[src/rtl/lpc_pkg.sv]
package lpc_pkg;

  localparam int CFG_W     = 16;
  localparam int MULT_W    = 8;
  localparam int WAKE_PINS = 3;

  // Field order is the bit layout of the configuration word, MSB first.
  typedef struct packed {
    logic [MULT_W-1:0] mult;
    logic              wake_lvl;
    logic [1:0]        wake_sel;
    logic [1:0]        clk_sel;
    logic              bypass;
    logic              stop_vco;
    logic              stop_osc;
  } lpc_cfg_t;

  typedef enum logic [1:0] {
    ST_RUN    = 2'd0,
    ST_STOP   = 2'd1,
    ST_SETTLE = 2'd2
  } lpc_state_e;

  localparam logic [1:0] CSEL_VCO    = 2'd0;
  localparam logic [1:0] CSEL_VCO_D2 = 2'd1;
  localparam logic [1:0] CSEL_VCO_D4 = 2'd2;
  localparam logic [1:0] CSEL_XTALX2 = 2'd3;

endpackage

[src/rtl/lpc_cfg_reg.sv]
module lpc_cfg_reg
  import lpc_pkg::*;
#(
  parameter int RESET_MULT = 100,
  parameter int MULT_MIN   = 39,
  parameter int MULT_MAX   = 158
) (
  input  logic             clk,
  input  logic             rst_n,
  input  logic             wr_en,
  input  logic [CFG_W-1:0] wr_data,
  output lpc_cfg_t         cfg,
  output logic             mult_bad
);

  localparam logic [CFG_W-1:0] RESET_WORD =
    {MULT_W'(RESET_MULT), {(CFG_W-MULT_W){1'b0}}};

  always_ff @(posedge clk or negedge rst_n) begin
    if (!rst_n) begin
      cfg <= lpc_cfg_t'(RESET_WORD);
    end else if (wr_en) begin
      cfg <= lpc_cfg_t'(wr_data);
    end
  end

  // The valid range is open at both ends.
  assign mult_bad = (cfg.mult <= MULT_W'(MULT_MIN)) ||
                    (cfg.mult >= MULT_W'(MULT_MAX));

endmodule

[src/rtl/lpc_clk_gen.sv]
module lpc_clk_gen
  import lpc_pkg::*;
(
  input  logic       clk,
  input  logic       rst_n,
  input  logic       vco_tick,
  input  logic       xtal_tick,
  input  logic       vco_en,
  input  logic       osc_en,
  input  logic       bypass,
  input  logic [1:0] clk_sel,
  input  logic       hold,
  output logic       sys_clk_en,
  output logic       slow_tick
);

  localparam int VDIV_W = 2;          // deepest VCO divide is 2**VDIV_W
  localparam int NTAP   = VDIV_W + 1;

  logic [VDIV_W-1:0] vdiv;
  logic              xtog;
  logic [NTAP-1:0]   vtap;
  logic              src;

  always_ff @(posedge clk or negedge rst_n) begin
    if (!rst_n) begin
      vdiv <= '0;
      xtog <= 1'b0;
    end else begin
      if (vco_tick)  vdiv <= vdiv + 1'b1;
      if (xtal_tick) xtog <= ~xtog;
    end
  end

  // tap g pulses on one VCO tick in every 2**g
  genvar g;
  generate
    for (g = 0; g < NTAP; g++) begin : g_tap
      if (g == 0) begin : g_full
        assign vtap[g] = vco_tick;
      end else begin : g_div
        assign vtap[g] = vco_tick & (&vdiv[g-1:0]);
      end
    end
  endgenerate

  assign slow_tick = xtal_tick & xtog;

  always_comb begin
    src = 1'b0;
    if (bypass) begin
      src = slow_tick & osc_en;
    end else begin
      case (clk_sel)
        CSEL_VCO:    src = vtap[0] & vco_en;
        CSEL_VCO_D2: src = vtap[1] & vco_en;
        CSEL_VCO_D4: src = vtap[2] & vco_en;
        default:     src = xtal_tick & osc_en;
      endcase
    end
  end

  assign sys_clk_en = src & ~hold;

endmodule

[src/rtl/lpc_wake_sync.sv]
module lpc_wake_sync
  import lpc_pkg::*;
#(
  parameter int SYNC_STAGES = 2
) (
  input  logic                 clk,
  input  logic                 rst_n,
  input  logic                 slow_tick,
  input  logic [WAKE_PINS-1:0] pins,
  input  logic [1:0]           wake_sel,
  input  logic                 wake_lvl,
  output logic                 wake_hit
);

  logic [SYNC_STAGES-1:0][WAKE_PINS-1:0] sr;
  logic [WAKE_PINS-1:0]                  mask;

  always_ff @(posedge clk or negedge rst_n) begin
    if (!rst_n) begin
      sr <= '0;
    end else if (slow_tick) begin
      sr <= {sr[SYNC_STAGES-2:0], pins};
    end
  end

  always_comb begin
    case (wake_sel)
      2'd1:    mask = 3'b001;
      2'd2:    mask = 3'b010;
      2'd3:    mask = 3'b111;
      default: mask = 3'b000;
    endcase
  end

  assign wake_hit =
    |(mask & ~(sr[SYNC_STAGES-1] ^ {WAKE_PINS{wake_lvl}}));

endmodule

[src/rtl/lpc_stop_fsm.sv]
module lpc_stop_fsm
  import lpc_pkg::*;
#(
  parameter int SETTLE_CYC = 16
) (
  input  logic clk,
  input  logic rst_n,
  input  logic stop_req,
  input  logic slow_tick,
  input  logic wake_hit,
  input  logic stop_osc_cfg,
  output logic stopped,
  output logic cold,
  output logic restart_req,
  output logic resume_pulse
);

  localparam int CNT_W = $clog2(SETTLE_CYC + 1);

  lpc_state_e       state;
  logic [CNT_W-1:0] cnt;

  // Power-on behaves like a cold restart.
  always_ff @(posedge clk or negedge rst_n) begin
    if (!rst_n) begin
      state        <= ST_SETTLE;
      cnt          <= '0;
      cold         <= 1'b0;
      resume_pulse <= 1'b0;
    end else begin
      resume_pulse <= 1'b0;
      case (state)
        ST_RUN: begin
          if (stop_req) begin
            state <= ST_STOP;
            cold  <= stop_osc_cfg;
          end
        end
        ST_STOP: begin
          if (slow_tick && wake_hit) begin
            if (cold) begin
              state <= ST_SETTLE;
              cnt   <= '0;
            end else begin
              state        <= ST_RUN;
              resume_pulse <= 1'b1;
            end
          end
        end
        default: begin
          if (slow_tick) begin
            if (cnt == CNT_W'(SETTLE_CYC - 1)) begin
              state <= ST_RUN;
              cnt   <= '0;
              cold  <= 1'b0;
            end else begin
              cnt <= cnt + 1'b1;
            end
          end
        end
      endcase
    end
  end

  assign stopped     = (state == ST_STOP);
  assign restart_req = (state == ST_SETTLE);

endmodule

[src/rtl/lpc_clock_ctrl.sv]
module lpc_clock_ctrl
  import lpc_pkg::*;
#(
  parameter int RESET_MULT  = 100,
  parameter int MULT_MIN    = 39,
  parameter int MULT_MAX    = 158,
  parameter int SETTLE_CYC  = 16,
  parameter int SYNC_STAGES = 2
) (
  input  logic              clk,
  input  logic              rst_n,
  input  logic              wr_en,
  input  logic [15:0]       wr_data,
  input  logic              stop_req,
  input  logic              vco_tick,
  input  logic              xtal_tick,
  input  logic [2:0]        wake_pins,
  output logic              osc_en,
  output logic              vco_en,
  output logic [7:0]        pll_mult,
  output logic              mult_bad,
  output logic              sys_clk_en,
  output logic              stopped,
  output logic              restart_req,
  output logic              resume_pulse
);

  lpc_cfg_t cfg;
  logic     slow_tick;
  logic     wake_hit;
  logic     cold;

  lpc_cfg_reg #(
    .RESET_MULT(RESET_MULT),
    .MULT_MIN  (MULT_MIN),
    .MULT_MAX  (MULT_MAX)
  ) i_cfg (
    .clk     (clk),
    .rst_n   (rst_n),
    .wr_en   (wr_en),
    .wr_data (wr_data),
    .cfg     (cfg),
    .mult_bad(mult_bad)
  );

  lpc_clk_gen i_clk (
    .clk       (clk),
    .rst_n     (rst_n),
    .vco_tick  (vco_tick),
    .xtal_tick (xtal_tick),
    .vco_en    (vco_en),
    .osc_en    (osc_en),
    .bypass    (cfg.bypass),
    .clk_sel   (cfg.clk_sel),
    .hold      (stopped | restart_req),
    .sys_clk_en(sys_clk_en),
    .slow_tick (slow_tick)
  );

  lpc_wake_sync #(
    .SYNC_STAGES(SYNC_STAGES)
  ) i_wake (
    .clk      (clk),
    .rst_n    (rst_n),
    .slow_tick(slow_tick),
    .pins     (wake_pins),
    .wake_sel (cfg.wake_sel),
    .wake_lvl (cfg.wake_lvl),
    .wake_hit (wake_hit)
  );

  lpc_stop_fsm #(
    .SETTLE_CYC(SETTLE_CYC)
  ) i_fsm (
    .clk         (clk),
    .rst_n       (rst_n),
    .stop_req    (stop_req),
    .slow_tick   (slow_tick),
    .wake_hit    (wake_hit),
    .stop_osc_cfg(cfg.stop_osc),
    .stopped     (stopped),
    .cold        (cold),
    .restart_req (restart_req),
    .resume_pulse(resume_pulse)
  );

  assign osc_en   = ~(stopped & cold);
  assign vco_en   = ~cfg.stop_vco & osc_en;
  assign pll_mult = cfg.mult;

endmodule

[config.mk]
export PLATFORM = sky130hd
export DESIGN_NAME = lpc_clock_ctrl
export DESIGN_NICKNAME = d
export VERILOG_FILES = /design/src/rtl/lpc_pkg.sv /design/src/rtl/lpc_cfg_reg.sv /design/src/rtl/lpc_clk_gen.sv /design/src/rtl/lpc_wake_sync.sv /design/src/rtl/lpc_stop_fsm.sv /design/src/rtl/lpc_clock_ctrl.sv
export SDC_FILE = /design/constraint.sdc
export NUM_CORES = 1
export LEC_CHECK = 0
export CORE_UTILIZATION = 53
export CTS_CLUSTER_DIAMETER = 50
export DETAILED_ROUTE_END_ITERATION = 6
export GPL_TIMING_DRIVEN = 1
export MAX_ROUTING_LAYER = met4
export PLACE_DENSITY_LB_ADDON = 0.25
export SLEW_MARGIN = 40
export SYNTH_ARGS = -nofsm -noshare
export SYNTH_HDL_FRONTEND = slang
export SYNTH_SLANG_ARGS = --single-unit
export TNS_END_PERCENT = 1
[constraint.sdc]
create_clock -name clk -period 2.9 [get_ports clk]
set_input_delay 0.58 -clock clk [delete_from_list [all_inputs] [get_ports clk]]
set_output_delay 0.58 -clock clk [all_outputs]
set_load 0.05 [all_outputs]
== Word-level counts from Yosys, hierarchy flattened ==
Index checks and enable logic that the tools add are counted.
W data, S select, Z words.
Storage, ports and cells
  bits in registers: 34
  bits of input ports: 25
  logic and storage cells: 86
Operators by class
  $add $sub $neg: 2
  $lt $le $gt $ge: 2
  equal/unequal tests: 11
  muxes and demuxes: 21
  bitwise operators: 21
  reduce and logical (&&, ||, !) cells: 14
Operators with widths (count)
  $mux W5: 4
  $reduce_and A4 Y1: 3
  $and A1 B1 Y1: 11
  $mux W2: 5
  $pmux W5 S2: 1
  $pmux W3 S3: 1
  $eq A2 B2 Y1 const B: 4
  $ge A8 B8 Y1 const B: 1
  $le A8 B6 Y1 const B: 1
  $mux W1: 7
  $eq A2 B1 Y1 const B: 3
  $not A1 Y1: 6
  $reduce_bool A2 Y1: 3
  $reduce_bool A3 Y1: 2
  $add A5 B1 Y5 const B: 1
  $eq A5 B4 Y1 const B: 1
  $logic_not A2 Y1: 2
  $ne A2 B1 Y1 const B: 2
  $pmux W2 S2: 1
  $and A3 B3 Y3: 1
  $not A3 Y3: 1
  $pmux W1 S3: 1
  $reduce_or A3 Y1: 1
  $xor A3 B3 Y3: 1
  other kinds (7): 7

== Logic depth before layout (Yosys ltp) ==
  depth in word-level cells: 8
  depth in mapped cells: 8

== Modules after synthesis ==
A second synthesis with hierarchy kept.
Unflattened totals
  cell total of the unflattened synthesis: 119
  area, all modules: 1629.1 µm²
By module, submodules not included
  lpc_cfg_reg: instances 1, cells each 41, area each 673.1 µm², sequential area each 404.1 µm²
  lpc_stop_fsm: instances 1, cells each 39, area each 454.2 µm², sequential area each 226.5 µm²
  lpc_wake_sync: instances 1, cells each 19, area each 271.5 µm², sequential area each 150.1 µm²
  lpc_clk_gen: instances 1, cells each 17, area each 215.2 µm², sequential area each 75.1 µm²
  lpc_clock_ctrl: instances 1, cells each 3, area each 15.0 µm², sequential area each 0.0 µm²

== Least setup slack after synthesis ==
OpenSTA, ideal clock, no wires.
  kind: flip-flop to output port
  start point: register i_fsm.state[1]
  end point: output sys_clk_en
  data arrival time: 3.011 ns
  data required time: 2.320 ns
  slack: -0.691 ns
  cell stages (with the launch flop): 7
  cell sequence: dfstp_2 inv_1 ha_1 buf_4 a21oi_1 o2111ai_1 a21oi_1
Between the ends
  cells in the longest elaborated chain, start to end: 8
  elaborated cells between the ends (all ways): 15
  those cells by class: 2 x eq/ne; 2 x mux; 11 x bitwise
RTL lines
  from (decl): line lpc_stop_fsm.sv:20  | lpc_state_e state;
  from (signal assigned): line lpc_stop_fsm.sv:26  | state <= ST_SETTLE;
  from (signal assigned): line lpc_stop_fsm.sv:35  | state <= ST_STOP;
  from (signal assigned): line lpc_stop_fsm.sv:42  | state <= ST_SETTLE;
  $eq A2 B1 Y1 *: line lpc_stop_fsm.sv:65  | assign stopped = (state == ST_STOP);
  via stopped: line lpc_clock_ctrl.sv:23  | output logic stopped,
  $and A1 B1 Y1 *: line lpc_clock_ctrl.sv:87  | assign osc_en = ~(stopped & cold);
  $not A1 Y1 *: line lpc_clock_ctrl.sv:87
  $and A1 B1 Y1 *: line lpc_clock_ctrl.sv:88  | assign vco_en = ~cfg.stop_vco & osc_en;
  via vco_en: line lpc_clock_ctrl.sv:19  | output logic vco_en,
  $and A1 B1 Y1, on equally long branches: line lpc_clk_gen.sv:57, lpc_clk_gen.sv:55, lpc_clk_gen.sv:56
  $pmux W1 S3 *: line lpc_clk_gen.sv:54  | case (clk_sel)
  $mux W1 *: line lpc_clk_gen.sv:51  | if (bypass) begin
  $and A1 B1 Y1 *: line lpc_clk_gen.sv:63  | assign sys_clk_en = src & ~hold;
  to (decl): line lpc_clock_ctrl.sv:22  | output logic sys_clk_en,
The timed path passes the listed nets; every way through them passes the cells marked *.

== Worst setup path after layout ==
  start point: register i_fsm.state[1]
  end point: output stopped
Between the ends
  cells in the longest elaborated chain, start to end: 1
RTL lines (line)
  $eq A2 B1 Y1: lpc_stop_fsm.sv:65
  to (decl): lpc_clock_ctrl.sv:23
Every way passes these cells.

==> reports/metrics.csv <==
metric,value,unit
Post-CTS Setup Bufs,0,
slew of the pin with the lowest slew margin,0.730,ns
Tmin final,2.73,ns
Layout Skew,0.00639,ns
Setup crit end kind,primary output,
detailed-route DRC error count,0,
Placed Cells,207,
gr usage total,22.0,%
Chip Height,58.3,um
largest cells by area after synthesis,"dfrtp_1 45%, mux2_2 11%, dfstp_2 6.3%",
TNS Setup,0,ns
ys flop type,dfrtp_1,
area grow syn2layout,27.7,%
final max-slew violation count,0,
RSZ-0062 raised after global routing,false,
Synth async-reset ratio,100,%
switching share of power,39.4,%
sequential share of the synthesized area,50.9,%
root buf cell,clkbuf_4,
Via Count,1150,
number of global-route vias before repair,1202,
routability cong.,0.746,
Worst setup SP type,flop,
Critical Path RT,2.32,ns
Top Ports,40,
Skew-Pair Late Insertion Delay,0.33,ns
IO buf count,39,
Relative slew margins,51.2,%
P_sw,742,uW
Post-synth EDFFs,0,
hold slack,0.502,ns
n_diodes,0,
DRT Wirelength,3140,um
initial antenna violation count,0,
pwr/cell area,877,nW/um2
Cells after Synth,135,
synthesized cell area,1680,um2
critical path data arrival time,2.15,ns
drt pass-1 iters,4,
syn_nets,167,
setup violators final,0,
CP Max Fanout,9,
most frequent cells after synthesis,"30 x dfrtp_1, 17 x mux2_2, 10 x buf_4, 8 x nand2_1, 7 x ha_1",
area share of the largest cell type after synthesis,44.6,%
largest net degree at the start of global routing,35,
Overflow after GRT,0,
Power Total,1880,uW
Bufs on Longest Clock Path,2,
internal power,1140,uW
Clk pwr share,14.4,%
htree depth,2,
cell count of the worst hold path,1,
post-DP HPWL,2350,um
"area leader, netlist",dfrtp_1,
# nets final,202,
Leak,0.000909,uW
Synth cell types,38,
Syn Area/Cell,12.5,um2
critical setup path kind,flop to primary output,
TritonCTS Buffers,5,
layout filler cell count,240,
"flops & latches, synth",34,
Rows,20,
maximum VDD drop,0.457,mV
status,"finished, final reports clean",
share of layout cells above drive strength 1,22.8,%
HP Class,flop to flop,
global-route wire length before repair,5310,um
Core Region,3030,um2
"count leader, synth",dfrtp_1,
post-route ant nets,0,
fin crit share,94.1,%
DR iter-0 viols,34,
Sink Count,34,
R2R cell count,7,
Yosys warning total,0,
Avg Vias per Cell,5.35,
Comb pwr share,46.5,%
Die Wd,58.3,um
Initial Util,55.5,%
CTS tree,yes,
max-cap violations,0,
FMAX,367,MHz
clock slew at reported path FFs,0.10,ns
die area,3400,um2
sequential share of power,39.1,%
"non-filler cells, final",215,
final hold viol count,0,
routed len/inst,14.6,um
-- sequential cells by signal, summed over array words and instances (netlist names) --
register,cells
i_cfg.cfg,16
i_clk.vdiv,2
i_clk.xtog,1
i_fsm.cnt,5
i_fsm.cold,1
i_fsm.resume_pulse,1
i_fsm.state,2
i_wake.sr,6
-- power by group through the flow --
stage,combinational [uW],sequential [uW],clock (uW)
after detailed placement,879,747,0
after floorplan,682,720,0
after global routing,940,758,301
final,875,736,272
after global placement,843,734,0
after CTS,881,737,277
-- worst paths after layout --
kind                             endpoint      startpoint  slack (ns)
setup / recovery                  stopped  i_fsm.state[1]        0.17
hold / removal               i_fsm.cnt[4]    i_fsm.cnt[4]        0.50
setup reg to reg           i_fsm.state[0]  i_fsm.state[1]        0.92
hold reg to reg              i_fsm.cnt[4]    i_fsm.cnt[4]        0.50
max in group asynchronous   i_cfg.cfg[13]           rst_n        1.91
min in group asynchronous  i_fsm.state[0]           rst_n        0.64
-- cell usage in the layout (no fill, tap or decap), types with 2 or more instances in the layout --
cell type,Yosys,layout
xnor2_1,3,3
nand3_1,2,2
dlymetal6s2s_1,0,2
inv_1,4,4
o21ai_0,3,3
a22o_1,2,2
a21oi_4,0,2
nor4_1,2,2
xor2_1,2,2
mux2_1,6,6
mux2_2,17,17
ha_1,7,7
nand2_1,8,8
clkdlybuf4s50_1,0,36
dfrtp_1,30,30
clkbuf_4,0,5
a31oi_1,2,2
and3_1,2,2
nor2_1,6,6
dfstp_2,4,4
mux2i_1,2,2
-- critical path, cell delays in order (launching register included) --
cell             delay (ns)
dfstp_2                0.39
inv_1                  0.10
ha_1                   0.44
clkdlybuf4s50_1        0.89
-- what timing repair did --
item                       CTS  global route
resized for setup            0             2
hold buffers                 0             0
setup endpoints to repair    0             2
-- through the flow --
| stage | instance area, um2 | worst slack, ns | util (%) |
|---|---|---|---|
| 6_report | 2150 | 0.172 | 70.9 |
| 5_1_grt | 2150 | 0.0783 | 70.9 |
| 4_1_cts | 2140 | 0.0246 | 70.7 |
| 3_5_place_dp | 2080 | 0.398 | 68.8 |
| 3_3_place_gp | 2080 | 0.440 | 68.8 |
| 2_1_floorplan | 1700 | 0.166 | - |
-- layout make-up --
type / count / area (um2) / area share [%]
clock inverter: 1 / 5.00 / 0.233
inverter: 5 / 21.3 / 0.991
timing repair buffer: 40 / 413 / 19.2
multi-input combinational: 84 / 742 / 34.6
tap: 44 / 55.1 / 2.56
sequential: 34 / 856 / 39.9
clock buffer: 7 / 55.1 / 2.56
-- per-layer routing --
| layer | vias up | wire, um | global-route usage (%) | part of all wire, % |
|---|---|---|---|---|
| li1 | 544 | - | - | - |
| met1 | 566 | 1320 | 25.7 | 42 |
| met2 | 38 | 1630 | 35.0 | 52 |
| met3 | 2 | 165 | 6.59 | 5.3 |
| met4 | 0 | 29 | 10.2 | 0.92 |
| met5 | - | 0 | - | 0 |
-- logic make-up (layout without fill, tap and decap cells) --
| logic type | count (synthesis) | after routing | share of synthesized area [%] |
|---|---|---|---|
| AO/OA/AOI/OAI | 19 | 19 | 9.37 |
| XOR/XNOR | 5 | 5 | 2.60 |
| adder cells (fa/ha/maj) | 7 | 7 | 5.21 |
| buffers and inverters | 17 | 53 | 6.32 |
| flip-flops | 34 | 34 | 50.9 |
| multiplexers | 26 | 26 | 17.5 |
| AND/OR/NAND/NOR | 27 | 27 | 8.11 |
Note: power is estimated with default switching activity, not from simulation.
